<file path="config.mk">
export PLATFORM = sky130hd
export DESIGN_NAME = flash_page_buf
export DESIGN_NICKNAME = d
export VERILOG_FILES = /design/src/rtl/fpb_pkg.sv /design/src/rtl/fpb_rst_sync.sv /design/src/rtl/fpb_lru.sv /design/src/rtl/fpb_store.sv /design/src/rtl/fpb_ctrl.sv /design/src/rtl/flash_page_buf.sv
export SDC_FILE = /design/constraint.sdc
export NUM_CORES = 1
export LEC_CHECK = 0
export BUFFER_PORTS_ARGS = -buffer_cell sky130_fd_sc_hd__buf_2
export CAP_MARGIN = 40
export CORE_UTILIZATION = 55
export DETAILED_ROUTE_END_ITERATION = 12
export HOLD_SLACK_MARGIN = 0.1
export PLACE_DENSITY = 0.85
export SETUP_SLACK_MARGIN = 0.4
export SYNTH_ARGS = -nofsm -noshare
export SYNTH_HDL_FRONTEND = slang
export SYNTH_SLANG_ARGS = --single-unit
</file>
<file path="constraint.sdc">
create_clock -name clk -period 7 [get_ports clk]
set_clock_uncertainty 0.05 [all_clocks]
set_input_delay 1.05 -clock clk [delete_from_list [all_inputs] [get_ports clk]]
set_output_delay 1.05 -clock clk [all_outputs]
set_load 0.01 [all_outputs]
</file>
<file path="src/rtl/fpb_pkg.sv">
package fpb_pkg;
  typedef enum logic {
    FPB_IDLE  = 1'b0,
    FPB_FETCH = 1'b1
  } fpb_state_e;
endpackage

</file>
<file path="src/rtl/fpb_rst_sync.sv">
module fpb_rst_sync (
  input  logic clk,
  input  logic rst_n,
  output logic rst_sync_n
);
  logic meta_q;
  logic sync_q;

  always_ff @(posedge clk or negedge rst_n) begin
    if (!rst_n) begin
      meta_q <= 1'b0;
      sync_q <= 1'b0;
    end else begin
      meta_q <= 1'b1;
      sync_q <= meta_q;
    end
  end

  assign rst_sync_n = sync_q;
endmodule

</file>
<file path="src/rtl/fpb_lru.sv">
module fpb_lru #(
  parameter int NUM_ENT = 4,
  parameter int IDX_W   = $clog2(NUM_ENT)
) (
  input  logic               clk,
  input  logic               rst_n,
  input  logic [NUM_ENT-1:0] vld,
  input  logic               touch,
  input  logic [IDX_W-1:0]   touch_idx,
  output logic [IDX_W-1:0]   victim
);
  localparam logic [IDX_W-1:0] OLDEST = IDX_W'(NUM_ENT - 1);

  logic [IDX_W-1:0] age_q [NUM_ENT];
  logic [IDX_W-1:0] age_d [NUM_ENT];
  logic [IDX_W-1:0] touched_age;
  logic             found_empty;

  always_comb begin
    touched_age = age_q[touch_idx];
    for (int i = 0; i < NUM_ENT; i++) begin
      age_d[i] = age_q[i];
      if (touch) begin
        if (IDX_W'(i) == touch_idx) begin
          age_d[i] = '0;
        end else if (age_q[i] < touched_age) begin
          age_d[i] = age_q[i] + 1'b1;
        end
      end
    end
  end

  always_ff @(posedge clk or negedge rst_n) begin
    if (!rst_n) begin
      for (int i = 0; i < NUM_ENT; i++) begin
        age_q[i] <= IDX_W'(i);
      end
    end else if (touch) begin
      for (int i = 0; i < NUM_ENT; i++) begin
        age_q[i] <= age_d[i];
      end
    end
  end

  always_comb begin
    victim      = '0;
    found_empty = 1'b0;
    for (int i = NUM_ENT - 1; i >= 0; i--) begin
      if (!vld[i]) begin
        victim      = IDX_W'(i);
        found_empty = 1'b1;
      end
    end
    if (!found_empty) begin
      for (int i = 0; i < NUM_ENT; i++) begin
        if (age_q[i] == OLDEST) begin
          victim = IDX_W'(i);
        end
      end
    end
  end

  logic [NUM_ENT-1:0] age_seen;
  always_comb begin
    age_seen = '0;
    for (int i = 0; i < NUM_ENT; i++) begin
      age_seen[age_q[i]] = 1'b1;
    end
  end

  AST_AGE_PERMUTATION: assert property (@(posedge clk) disable iff (!rst_n)
    &age_seen);
endmodule

</file>
<file path="src/rtl/fpb_store.sv">
module fpb_store #(
  parameter int NUM_ENT = 4,
  parameter int IDX_W   = $clog2(NUM_ENT),
  parameter int TAG_W   = 28,
  parameter int LINE_W  = 128
) (
  input  logic               clk,
  input  logic               rst_n,
  input  logic               look_en,
  input  logic [TAG_W-1:0]   look_tag,
  input  logic               flush,
  input  logic               wr_en,
  input  logic               wr_ok,
  input  logic [IDX_W-1:0]   wr_idx,
  input  logic [TAG_W-1:0]   wr_tag,
  input  logic [LINE_W-1:0]  wr_line,
  input  logic               wr_ecc,
  output logic               hit,
  output logic [IDX_W-1:0]   hit_idx,
  output logic [LINE_W-1:0]  hit_line,
  output logic               hit_ecc,
  output logic [NUM_ENT-1:0] vld
);
  logic [NUM_ENT-1:0] vld_q;
  logic [NUM_ENT-1:0] vld_d;
  logic [NUM_ENT-1:0] ecc_q;
  logic [NUM_ENT-1:0] match;
  logic [TAG_W-1:0]   tag_q  [NUM_ENT];
  logic [LINE_W-1:0]  line_q [NUM_ENT];

  for (genvar g = 0; g < NUM_ENT; g++) begin : g_ent
    logic sel_wr;
    assign sel_wr = wr_en && (wr_idx == IDX_W'(g));

    always_comb begin
      if (flush) begin
        vld_d[g] = 1'b0;
      end else if (sel_wr) begin
        vld_d[g] = wr_ok;
      end else begin
        vld_d[g] = vld_q[g];
      end
    end

    always_ff @(posedge clk or negedge rst_n) begin
      if (!rst_n) begin
        vld_q[g] <= 1'b0;
      end else begin
        vld_q[g] <= vld_d[g];
      end
    end

    always_ff @(posedge clk) begin
      if (sel_wr && wr_ok) begin
        tag_q[g]  <= wr_tag;
        line_q[g] <= wr_line;
        ecc_q[g]  <= wr_ecc;
      end
    end

    assign match[g] = look_en && vld_q[g] && (tag_q[g] == look_tag);
  end

  always_comb begin
    hit      = |match;
    hit_idx  = '0;
    hit_line = '0;
    hit_ecc  = 1'b0;
    for (int i = 0; i < NUM_ENT; i++) begin
      if (match[i]) begin
        hit_idx  = IDX_W'(i);
        hit_line = hit_line | line_q[i];
        hit_ecc  = hit_ecc | ecc_q[i];
      end
    end
  end

  assign vld = vld_q;

  AST_SINGLE_MATCH: assert property (@(posedge clk) disable iff (!rst_n)
    $onehot0(match));
  AST_FLUSH_EMPTIES: assert property (@(posedge clk) disable iff (!rst_n)
    flush |=> (vld_q == '0));
  AST_ERR_FILL_EMPTY: assert property (@(posedge clk) disable iff (!rst_n)
    (wr_en && !wr_ok && !flush) |=> !vld_q[$past(wr_idx)]);
  AST_ECC_FLAG_KEPT: assert property (@(posedge clk) disable iff (!rst_n)
    (wr_en && wr_ok && wr_ecc && !flush) |=> ecc_q[$past(wr_idx)]);
endmodule

</file>
<file path="src/rtl/fpb_ctrl.sv">
module fpb_ctrl
  import fpb_pkg::*;
(
  input  logic clk,
  input  logic rst_n,
  input  logic buf_en,
  input  logic pe_start,
  input  logic bus_valid,
  input  logic bus_nonseq,
  input  logic emu_nz,
  input  logic hit,
  input  logic arr_ack,
  input  logic arr_err,
  output logic look_en,
  output logic flush,
  output logic capture,
  output logic fetching,
  output logic done,
  output logic fill_en,
  output logic fill_ok
);
  fpb_state_e state_q;
  fpb_state_e state_d;
  logic       pend_q;
  logic       pend_d;
  logic       idle_req;
  logic       ns_flush;

  assign idle_req = (state_q == FPB_IDLE) && bus_valid;
  assign ns_flush = idle_req && bus_nonseq && (pend_q || emu_nz);
  assign flush    = ns_flush || !buf_en;
  assign look_en  = idle_req && buf_en && !ns_flush;
  assign capture  = idle_req && !hit;
  assign fetching = (state_q == FPB_FETCH);
  assign done     = fetching && arr_ack;
  assign fill_en  = done && buf_en;
  assign fill_ok  = !arr_err;

  always_comb begin
    state_d = state_q;
    unique case (state_q)
      FPB_IDLE:  if (capture) state_d = FPB_FETCH;
      FPB_FETCH: if (arr_ack) state_d = FPB_IDLE;
      default:   state_d = FPB_IDLE;
    endcase
  end

  always_comb begin
    pend_d = pe_start || (pend_q && !ns_flush);
  end

  always_ff @(posedge clk or negedge rst_n) begin
    if (!rst_n) begin
      state_q <= FPB_IDLE;
      pend_q  <= 1'b0;
    end else begin
      state_q <= state_d;
      pend_q  <= pend_d;
    end
  end

  AST_PEND_WAITS_NONSEQ: assert property (@(posedge clk) disable iff (!rst_n)
    (pend_q && !(bus_valid && bus_nonseq && state_q == FPB_IDLE)) |=> pend_q);
  AST_NO_HIT_IN_FETCH: assert property (@(posedge clk) disable iff (!rst_n)
    fetching |-> !hit);
endmodule

</file>
<file path="src/rtl/flash_page_buf.sv">
module flash_page_buf #(
  parameter int ADDR_W  = 32,
  parameter int WORD_W  = 32,
  parameter int LINE_W  = 128,
  parameter int NUM_ENT = 4,
  parameter int EMU_LO  = 24,
  parameter int EMU_HI  = 28
) (
  input  logic                                 clk,
  input  logic                                 rst_n,
  input  logic                                 buf_en,
  input  logic                                 pe_start,
  input  logic                                 bus_valid,
  input  logic                                 bus_nonseq,
  input  logic [ADDR_W-1:0]                    bus_addr,
  output logic                                 bus_ready,
  output logic [WORD_W-1:0]                    bus_rdata,
  output logic                                 bus_err,
  output logic                                 bus_ecc1,
  output logic                                 arr_req,
  output logic [ADDR_W-$clog2(LINE_W/8)-1:0]   arr_addr,
  input  logic                                 arr_ack,
  input  logic [LINE_W-1:0]                    arr_rdata,
  input  logic                                 arr_ecc_corr,
  input  logic                                 arr_err
);
  localparam int IDX_W   = $clog2(NUM_ENT);
  localparam int PG_OFFS = $clog2(LINE_W / 8);
  localparam int WD_OFFS = $clog2(WORD_W / 8);
  localparam int TAG_W   = ADDR_W - PG_OFFS;
  localparam int SEL_W   = PG_OFFS - WD_OFFS;

  logic               rst_i_n;
  logic               look_en;
  logic               flush;
  logic               capture;
  logic               fetching;
  logic               done;
  logic               fill_en;
  logic               fill_ok;
  logic               hit;
  logic [IDX_W-1:0]   hit_idx;
  logic [LINE_W-1:0]  hit_line;
  logic               hit_ecc;
  logic [NUM_ENT-1:0] vld;
  logic [IDX_W-1:0]   victim;
  logic [IDX_W-1:0]   vict_q;
  logic [TAG_W-1:0]   page_q;
  logic [TAG_W-1:0]   bus_tag;
  logic [SEL_W-1:0]   word_sel;
  logic               emu_nz;
  logic               touch;
  logic [IDX_W-1:0]   touch_idx;
  logic               unused_low_bits;

  assign bus_tag         = bus_addr[ADDR_W-1:PG_OFFS];
  assign word_sel        = bus_addr[PG_OFFS-1:WD_OFFS];
  assign emu_nz          = |bus_addr[EMU_HI:EMU_LO];
  assign unused_low_bits = ^bus_addr[WD_OFFS-1:0];

  fpb_rst_sync u_rst (
    .clk        (clk),
    .rst_n      (rst_n),
    .rst_sync_n (rst_i_n)
  );

  fpb_ctrl u_ctrl (
    .clk        (clk),
    .rst_n      (rst_i_n),
    .buf_en     (buf_en),
    .pe_start   (pe_start),
    .bus_valid  (bus_valid),
    .bus_nonseq (bus_nonseq),
    .emu_nz     (emu_nz),
    .hit        (hit),
    .arr_ack    (arr_ack),
    .arr_err    (arr_err),
    .look_en    (look_en),
    .flush      (flush),
    .capture    (capture),
    .fetching   (fetching),
    .done       (done),
    .fill_en    (fill_en),
    .fill_ok    (fill_ok)
  );

  fpb_store #(
    .NUM_ENT (NUM_ENT),
    .IDX_W   (IDX_W),
    .TAG_W   (TAG_W),
    .LINE_W  (LINE_W)
  ) u_store (
    .clk      (clk),
    .rst_n    (rst_i_n),
    .look_en  (look_en),
    .look_tag (bus_tag),
    .flush    (flush),
    .wr_en    (fill_en),
    .wr_ok    (fill_ok),
    .wr_idx   (vict_q),
    .wr_tag   (page_q),
    .wr_line  (arr_rdata),
    .wr_ecc   (arr_ecc_corr),
    .hit      (hit),
    .hit_idx  (hit_idx),
    .hit_line (hit_line),
    .hit_ecc  (hit_ecc),
    .vld      (vld)
  );

  assign touch     = hit || (fill_en && fill_ok);
  assign touch_idx = hit ? hit_idx : vict_q;

  fpb_lru #(
    .NUM_ENT (NUM_ENT),
    .IDX_W   (IDX_W)
  ) u_lru (
    .clk       (clk),
    .rst_n     (rst_i_n),
    .vld       (vld),
    .touch     (touch),
    .touch_idx (touch_idx),
    .victim    (victim)
  );

  always_ff @(posedge clk or negedge rst_i_n) begin
    if (!rst_i_n) begin
      page_q <= '0;
      vict_q <= '0;
    end else if (capture) begin
      page_q <= bus_tag;
      vict_q <= victim;
    end
  end

  assign arr_req  = fetching;
  assign arr_addr = page_q;

  always_comb begin
    bus_ready = hit || done;
    bus_err   = done && arr_err;
    bus_ecc1  = (hit && hit_ecc) || (done && !arr_err && arr_ecc_corr);
    bus_rdata = '0;
    if (hit) begin
      bus_rdata = hit_line[word_sel*WORD_W +: WORD_W];
    end else if (done && !arr_err) begin
      bus_rdata = arr_rdata[word_sel*WORD_W +: WORD_W];
    end
  end

  AST_FETCH_STALLS: assert property (@(posedge clk) disable iff (!rst_i_n)
    (arr_req && !arr_ack) |-> !bus_ready);
  AST_REQ_HELD: assert property (@(posedge clk) disable iff (!rst_i_n)
    (arr_req && !arr_ack) |=> (arr_req && $stable(arr_addr)));
  AST_DISABLED_NO_HIT: assert property (@(posedge clk) disable iff (!rst_i_n)
    !buf_en |-> !hit);
  AST_EMU_ADDR_MISSES: assert property (@(posedge clk) disable iff (!rst_i_n)
    (bus_valid && bus_nonseq && !arr_req && emu_nz) |-> !hit);
  AST_ERR_NO_DATA: assert property (@(posedge clk) disable iff (!rst_i_n)
    bus_err |-> (bus_ready && bus_rdata == '0 && !bus_ecc1));
  AST_RESET_QUIET: assert property (@(posedge clk)
    !rst_i_n |-> (!bus_ready && !arr_req));
endmodule

</file>
### After elaboration in Yosys (flattened, before gate mapping)

Memory sizes are Yosys's and may differ from the RTL's.
Index checks and enable logic that the tools add are counted.
W data, S select, Z words.

* add/sub/neg operators: 4
* $lt $le $gt $ge: 5
* eq/ne operators: 14
* shifts and indexed selects: 2
* muxes and demuxes: 75
* bitwise operators: 8
* reduce and logical (&&, ||, !) cells: 62

Operators by type and width (number)
* $mux W128: 7
* $or A128 B128 Y128: 3
* $reduce_or A128 Y1: 3
* $shiftx A128 B8 Y32: 2
* $eq A28 B28 Y1: 4
* $mux W28: 3
* $reduce_or A28 Y1: 3
* $mux W32: 2
* $mux W2: 28
* $mux W1: 33
* $logic_and A1 B1 Y1: 30
* $reduce_bool A2 Y1: 8
* $eq A2 B2 Y1 const B: 6
* $add A2 B1 Y2 const B: 4
* $lt A2 B2 Y1: 4
* $reduce_and A2 Y1: 4
* $logic_or A1 B1 Y1: 6
* $reduce_or A5 Y1: 1
* $bmux W2 S2: 1
* $eq A2 B2 Y1 const A: 2
* $logic_not A1 Y1: 4
* $logic_not A2 Y1: 2
* $reduce_or A4 Y1: 1
* $ge A3 B3 Y1 const B: 1
* 6 further kinds: 8

* flip-flop bits (word level): 50
* memory bits (writable): 624
* bits of input ports: 169
* output and inout port bits: 64
* word-level logic and storage cells: 190
* memories: 2

Memory list
* u_store.line_q: depth 4, width 128, rd ports 4, clocked after Yosys merged registers in 0, write ports 1, line fpb_store.sv:29 `logic [LINE_W-1:0] line_q [NUM_ENT];`
* u_store.tag_q: depth 4, width 28, rd ports 4, clocked after Yosys merged registers in 0, write ports 1, line fpb_store.sv:28 `logic [TAG_W-1:0] tag_q [NUM_ENT];`

### Depth between registers and ports, before layout

* word-level depth: 19
* depth in mapped cells: 14
* mapped depth without buffers: 10

### By module

From an unflattened synthesis, not the netlist that was laid out.

* cells, all modules: 2505
* area, all modules: 32064.5 um2

Modules (own cells, without submodules)
* fpb_store: instances 1, cells each 2069, area an instance 27602.7 um2, seq. area each 18958.2 um2
* flash_page_buf: instances 1, cells each 330, area an instance 3475.8 um2, seq. area each 750.7 um2
* fpb_lru: instances 1, cells each 89, area an instance 804.5 um2, seq. area each 205.2 um2
* fpb_ctrl: instances 1, cells each 14, area an instance 127.6 um2, seq. area each 50.0 um2
* fpb_rst_sync: instances 1, cells each 3, area an instance 53.8 um2, seq. area each 50.0 um2

### Worst setup path after synthesis

No wires, ideal clock.

* kind: input -> register
* start point: input arr_ack
* end point: register u_store.ecc_q[1], enable pin
* setup time: 0.867 ns
* data arrival time: 12.091 ns
* data required time: 6.083 ns
* setup slack: -6.008 ns
* stages on the path: 3
* path buffers: 0
* path through: nand2_1 or2_2 nor3_1

* word-level cells in the longest chain between the ends: 4

Ends and longest elaborated chain
* start, declared: line flash_page_buf.sv:22 `input logic arr_ack,`
* $logic_and A1 B1 Y1: line fpb_ctrl.sv:35 `assign done = fetching && arr_ack;`
* $logic_and A1 B1 Y1: line fpb_ctrl.sv:36 `assign fill_en = done && buf_en;`
* $logic_and A1 B1 Y1: line fpb_store.sv:33 `assign sel_wr = wr_en && (wr_idx == IDX_W'(g));`
* $logic_and A1 B1 Y1: line fpb_store.sv:54 `if (sel_wr && wr_ok) begin`
* end signal, assigned by index: line fpb_store.sv:57 `ecc_q[g] <= wr_ecc;`
* end, declared: line fpb_store.sv:26 `logic [NUM_ENT-1:0] ecc_q;`

No other way between the ends.
A chain may end at the register's enable or synchronous reset.

### Final worst setup path

* start point: input bus_addr[13]
* end point: output bus_rdata[27]

* word-level cells in the longest chain between the ends: 11

Ends and longest elaborated chain
* start, declared: line flash_page_buf.sv:15 `input logic [ADDR_W-1:0] bus_addr,`
* $eq A28 B28 Y1: line fpb_store.sv:61 `assign match[g] = look_en && vld_q[g] && (tag_q[g] == look_tag);`
* $logic_and A1 B1 Y1: line fpb_store.sv:61
* $mux W128: line fpb_store.sv:70 `if (match[i]) begin`
* $or A128 B128 Y128: line fpb_store.sv:72 `hit_line = hit_line | line_q[i];`
* $mux W128: line fpb_store.sv:70
* $or A128 B128 Y128: line fpb_store.sv:72
* $mux W128: line fpb_store.sv:70
* $or A128 B128 Y128: line fpb_store.sv:72
* $mux W128: line fpb_store.sv:70
* $shiftx A128 B8 Y32: line flash_page_buf.sv:145 `bus_rdata = hit_line[word_sel*WORD_W +: WORD_W];`
* $mux W32 (*): line flash_page_buf.sv:144 `if (hit) begin`
* end, declared: line flash_page_buf.sv:17 `output logic [WORD_W-1:0] bus_rdata,`

Every way passes the cells marked *; elsewhere a longest branch is shown, timed or not.

==> metrics.txt <==
# TYPE chip_impl_metric gauge
chip_impl_metric{name="endpoints_failing_hold",unit=""} 0
chip_impl_metric{name="required",unit="ps"} 5900
chip_impl_metric{name="synthesized_instance_count",unit=""} 1488
chip_impl_metric{name="worst_path_buffer_plus_inverter_count",unit=""} 3
chip_impl_metric{name="final_area",unit="sq um"} 30900
chip_impl_info{name="result_of_the_run",value="completed"} 1
chip_impl_metric{name="post_synth_and_or_nand_nor_area_fraction",unit=""} 0.0323
chip_impl_metric{name="path_max_fanout",unit=""} 85
chip_impl_metric{name="clock_pin_slew_reported_for_the_worst_setup_and_hold_paths_after_clock_tree_synthesis",unit="ps"} 60
chip_impl_metric{name="antenna_found_initial",unit=""} 17
chip_impl_metric{name="post_dp_cell_area",unit="sq um"} 28700
chip_impl_info{name="ys_dominant_reg_cell",value="sky130_fd_sc_hd__edfxtp_1"} 1
chip_impl_metric{name="final_max_slew_viol_count",unit=""} 0
chip_impl_metric{name="initial_drc_count",unit=""} 1572
chip_impl_metric{name="synthesis.yosys.warnings",unit=""} 0
chip_impl_metric{name="buffers_from_clock_root_to_sink_at_most",unit=""} 3
chip_impl_metric{name="worst_slew_pin_slew",unit="ps"} 862
chip_impl_metric{name="grt.total_usage",unit=""} 0.241
chip_impl_metric{name="critical_path.max_stage_delay",unit="ps"} 560
chip_impl_metric{name="drc",unit=""} 0
chip_impl_metric{name="p_leak",unit="uW"} 0.0102
chip_impl_metric{name="synth-xor-area-share",unit=""} 0.0366
chip_impl_metric{name="post_cts_resized",unit=""} 0
chip_impl_metric{name="synth_compound_gate_area_share",unit=""} 0.0951
chip_impl_metric{name="worst_skew_pair.late_latency",unit="ps"} 590
chip_impl_metric{name="grt_total_ovfl",unit=""} 0
chip_impl_metric{name="number_of_placed_instances_taps_included",unit=""} 2250
chip_impl_metric{name="ios",unit=""} 233
chip_impl_metric{name="maxCapViolCount",unit=""} 0
chip_impl_metric{name="clock_sinks",unit=""} 674
chip_impl_info{name="critPathCaptureType",value="primary output"} 1
chip_impl_metric{name="syn-num-nets",unit=""} 1661
chip_impl_metric{name="worstPathArrival",unit="ps"} 4310
chip_impl_metric{name="die_h",unit="microns"} 223
chip_impl_metric{name="instances_no_fill",unit=""} 2380
chip_impl_metric{name="cts_hold_buffers",unit=""} 0
chip_impl_metric{name="synth_edf_count",unit=""} 628
chip_impl_metric{name="synth_seq_area_share",unit=""} 0.746
chip_impl_metric{name="max-vdd-ir-drop",unit="V"} 0.000309
chip_impl_metric{name="timing.final.crit_share",unit=""} 0.772
chip_impl_metric{name="wirelength",unit="mm"} 59.9
chip_impl_metric{name="slew_headroom",unit=""} 0.425
chip_impl_metric{name="finalCriticalPeriod",unit="ps"} 5410
chip_impl_metric{name="finalWeightedCongestion",unit=""} 0.853
chip_impl_metric{name="number_of_global_route_vias_before_repair",unit=""} 15416
chip_impl_metric{name="wire_length_of_the_first_global_routing_pass",unit="mm"} 89.8
chip_impl_metric{name="final-setup-viol-count",unit=""} 0
chip_impl_info{name="element_type_at_the_critical_path_start",value="input port"} 1
chip_impl_metric{name="coreArea",unit="sq um"} 47900
chip_impl_info{name="netlist_top_cells_area",value="sky130_fd_sc_hd__edfxtp_1 (70%), sky130_fd_sc_hd__mux4_2 (5.4%), sky130_fd_sc_hd__a221oi_1 (4.3%)"} 1
chip_impl_metric{name="fin_nets",unit=""} 1877
chip_impl_info{name="cpMostUsedCell",value="sky130_fd_sc_hd__buf_2"} 1
chip_impl_info{name="path_delay_family",value="simple AND/OR/NAND/NOR gates"} 1
chip_impl_info{name="post-synth-top-area-cell",value="sky130_fd_sc_hd__edfxtp_1"} 1
chip_impl_metric{name="drive_gt1_frac",unit=""} 0.266
chip_impl_metric{name="syn_avg_cell_area",unit="sq um"} 18.0
chip_impl_metric{name="async_reset_ff_frac",unit=""} 0.0682
chip_impl_metric{name="yosys-mux-area-fraction",unit=""} 0.0701
chip_impl_metric{name="start_util",unit=""} 0.559
chip_impl_info{name="critPathSlowestCell",value="sky130_fd_sc_hd__and3_4"} 1
chip_impl_metric{name="postSynthRegisterBits",unit=""} 674
chip_impl_metric{name="wl_per_cell",unit="microns"} 25.1
chip_impl_metric{name="post-synth-top-area-fraction",unit=""} 0.703
chip_impl_info{name="setup.worst_path.class",value="input port to primary output"} 1
chip_impl_info{name="worst_hold_path_type",value="flop to asynchronous set/reset pin"} 1
chip_impl_metric{name="synth_area",unit="sq um"} 26800
chip_impl_metric{name="synth.lib_cells_used.distinct",unit=""} 50
chip_impl_info{name="clockRootBuffer",value="sky130_fd_sc_hd__clkbuf_16"} 1
chip_impl_metric{name="cts_inserted_buffers",unit=""} 67
chip_impl_metric{name="core.rowCount",unit=""} 80
chip_impl_metric{name="synthAdderAreaFrac",unit=""} 0.00187
chip_impl_metric{name="dieArea",unit="sq um"} 49600
chip_impl_metric{name="detailroute.via_count",unit=""} 15255
chip_impl_metric{name="post_cts_buffers",unit=""} 0
chip_impl_metric{name="vias_per_cell",unit=""} 6.41
chip_impl_metric{name="hold_slack",unit="ps"} 159
chip_impl_metric{name="tns_setup",unit="ps"} 0
chip_impl_metric{name="drt-pass1-iter-count",unit=""} 5
chip_impl_info{name="combinational_family_with_the_most_area_after_synthesis",value="compound AO/OA/AOI/OAI gates"} 1
chip_impl_info{name="worstPathCellList",value="buf_2 > xnor2_1 > nand4_1 > nor4_1 > and3_4 > buf_12 > a22o_1 > a221oi_1 > mux4_2 > nand2_1 > buf_2"} 1
chip_impl_metric{name="postRouteAntennaNets",unit=""} 0
chip_impl_metric{name="portBuffers",unit=""} 230
chip_impl_metric{name="place.detailed.hpwl",unit="mm"} 33.0
chip_impl_metric{name="grt_max_degree",unit=""} 99
chip_impl_metric{name="cts_max_level",unit=""} 3
chip_impl_info{name="grt_setup_unrepaired",value="false"} 1
chip_impl_metric{name="syn2layout_area_growth",unit="%"} 15.1
chip_impl_info{name="cts_tree",value="built"} 1
chip_impl_metric{name="power-per-cell-area",unit="nW/um^2"} 273
chip_impl_metric{name="fmaxAchievable",unit="MHz"} 185
chip_impl_metric{name="die_width",unit="microns"} 223
-- area by class of cell --
type / instances / area [sq um]
Antenna cell: 13 / 32.5
Tap cell: 615 / 769
Clock buffer: 78 / 1720
Multi-Input combinational cell: 696 / 6380
Sequential cell: 674 / 20000
Inverter: 8 / 30.0
Fill cell: 3054 / 17100
Clock inverter: 39 / 378
Timing Repair Buffer: 257 / 1540
-- per-stage QoR --
step	util	power, uW	worst slack, ps
after floorplan	-	4850	-1140
after CTS	0.643	8480	1650
after global routing	0.643	8650	1500
after detailed placement	0.599	5060	1680
after global placement	0.597	5040	1650
final	0.644	8440	1590
-- cells in the final DEF (no fill, tap or decap), types with 5 or more instances in the layout --
cell type | netlist | final
sky130_fd_sc_hd__a211oi_1 | 7 | 7
sky130_fd_sc_hd__a21oi_1 | 11 | 11
sky130_fd_sc_hd__a221oi_1 | 132 | 132
sky130_fd_sc_hd__a22o_1 | 128 | 128
sky130_fd_sc_hd__buf_12 | 0 | 11
sky130_fd_sc_hd__buf_2 | 15 | 228
sky130_fd_sc_hd__buf_4 | 0 | 16
sky130_fd_sc_hd__bufinv_16 | 0 | 6
sky130_fd_sc_hd__clkbuf_1 | 86 | 11
sky130_fd_sc_hd__clkbuf_16 | 0 | 67
sky130_fd_sc_hd__clkinv_1 | 0 | 14
sky130_fd_sc_hd__clkinv_2 | 0 | 8
sky130_fd_sc_hd__clkinvlp_4 | 0 | 5
sky130_fd_sc_hd__dfrtp_1 | 42 | 41
sky130_fd_sc_hd__diode_2 | 0 | 13
sky130_fd_sc_hd__edfxtp_1 | 628 | 628
sky130_fd_sc_hd__inv_1 | 8 | 8
sky130_fd_sc_hd__mux2_2 | 31 | 31
sky130_fd_sc_hd__mux2i_1 | 9 | 9
sky130_fd_sc_hd__mux4_2 | 64 | 64
sky130_fd_sc_hd__nand2_1 | 84 | 84
sky130_fd_sc_hd__nand2b_1 | 7 | 7
sky130_fd_sc_hd__nand3_1 | 8 | 8
sky130_fd_sc_hd__nand4_1 | 17 | 17
sky130_fd_sc_hd__nor2_1 | 17 | 13
sky130_fd_sc_hd__nor4_1 | 18 | 18
sky130_fd_sc_hd__o21ai_0 | 6 | 6
sky130_fd_sc_hd__xnor2_1 | 70 | 70
sky130_fd_sc_hd__xor2_1 | 42 | 42
-- routing by layer --
layer / track usage / wire [microns] / vias up
li1: - / - / 6566
met1: 0.309 / 23100 / 7769
met4: 0.0930 / 1600 / 12
met3: 0.0651 / 4990 / 126
met2: 0.393 / 30100 / 782
met5: 0 / 81 / -
-- worst paths after layout --
| check | slack [ps] | cells after the start | start | end |
|---|---|---|---|---|
| max | 1590 | 11 | bus_addr[13] | bus_rdata[27] |
| min | 160 | 0 | u_rst.rst_sync_n | u_ctrl.fetching |
| max reg2reg | 2640 | 10 | u_store.tag_q[1][9] | u_lru.age_q[0] |
| min reg2reg | 160 | 0 | u_rst.rst_sync_n | u_ctrl.fetching |
| max in group asynchronous | 6120 | 1 | u_rst.rst_sync_n | u_lru.age_q[3] |
| min in group clk | 310 | 0 | u_rst.meta_q | u_rst.rst_sync_n |
-- logic make-up after synthesis --
logic type / count (synthesis)
muxes: 104
other: 1
xor gates and xnor gates: 112
DFF: 674
adders and majority gates: 4
AOI/OAI and AO/OA: 299
and+or+nand+nor: 176
buffers and inverters: 118
-- flip-flops by register name (all words and copies together), names as in the netlist, 2 cells and up --
name            cells
arr_addr           28
u_lru.age_q         8
u_store.ecc_q       4
u_store.line_q    512
u_store.tag_q     112
u_store.vld         4
vict_q              2
-- power breakdown --
part / switching (uW) / internal (uW)
Combinational: 228 / 165
Sequential: 78.6 / 4510
Clock: 1470 / 1990
-- cell usage after synthesis (4+ instances only) --
cell                       number
sky130_fd_sc_hd__edfxtp_1     628
sky130_fd_sc_hd__a221oi_1     132
sky130_fd_sc_hd__a22o_1       128
sky130_fd_sc_hd__clkbuf_1      86
sky130_fd_sc_hd__nand2_1       84
sky130_fd_sc_hd__xnor2_1       70
sky130_fd_sc_hd__mux4_2        64
sky130_fd_sc_hd__dfrtp_1       42
sky130_fd_sc_hd__xor2_1        42
sky130_fd_sc_hd__mux2_2        31
sky130_fd_sc_hd__nor4_1        18
sky130_fd_sc_hd__nand4_1       17
sky130_fd_sc_hd__nor2_1        17
sky130_fd_sc_hd__buf_2         15
sky130_fd_sc_hd__a21oi_1       11
sky130_fd_sc_hd__mux2i_1        9
sky130_fd_sc_hd__buf_1          8
sky130_fd_sc_hd__inv_1          8
sky130_fd_sc_hd__nand3_1        8
sky130_fd_sc_hd__a211oi_1       7
sky130_fd_sc_hd__nand2b_1       7
sky130_fd_sc_hd__o21ai_0        6
sky130_fd_sc_hd__nor3_1         5
sky130_fd_sc_hd__and3_1         4
sky130_fd_sc_hd__dfstp_2        4
sky130_fd_sc_hd__ha_1           4
sky130_fd_sc_hd__nor2b_1        4
Power figures use the tool's default switching activity.
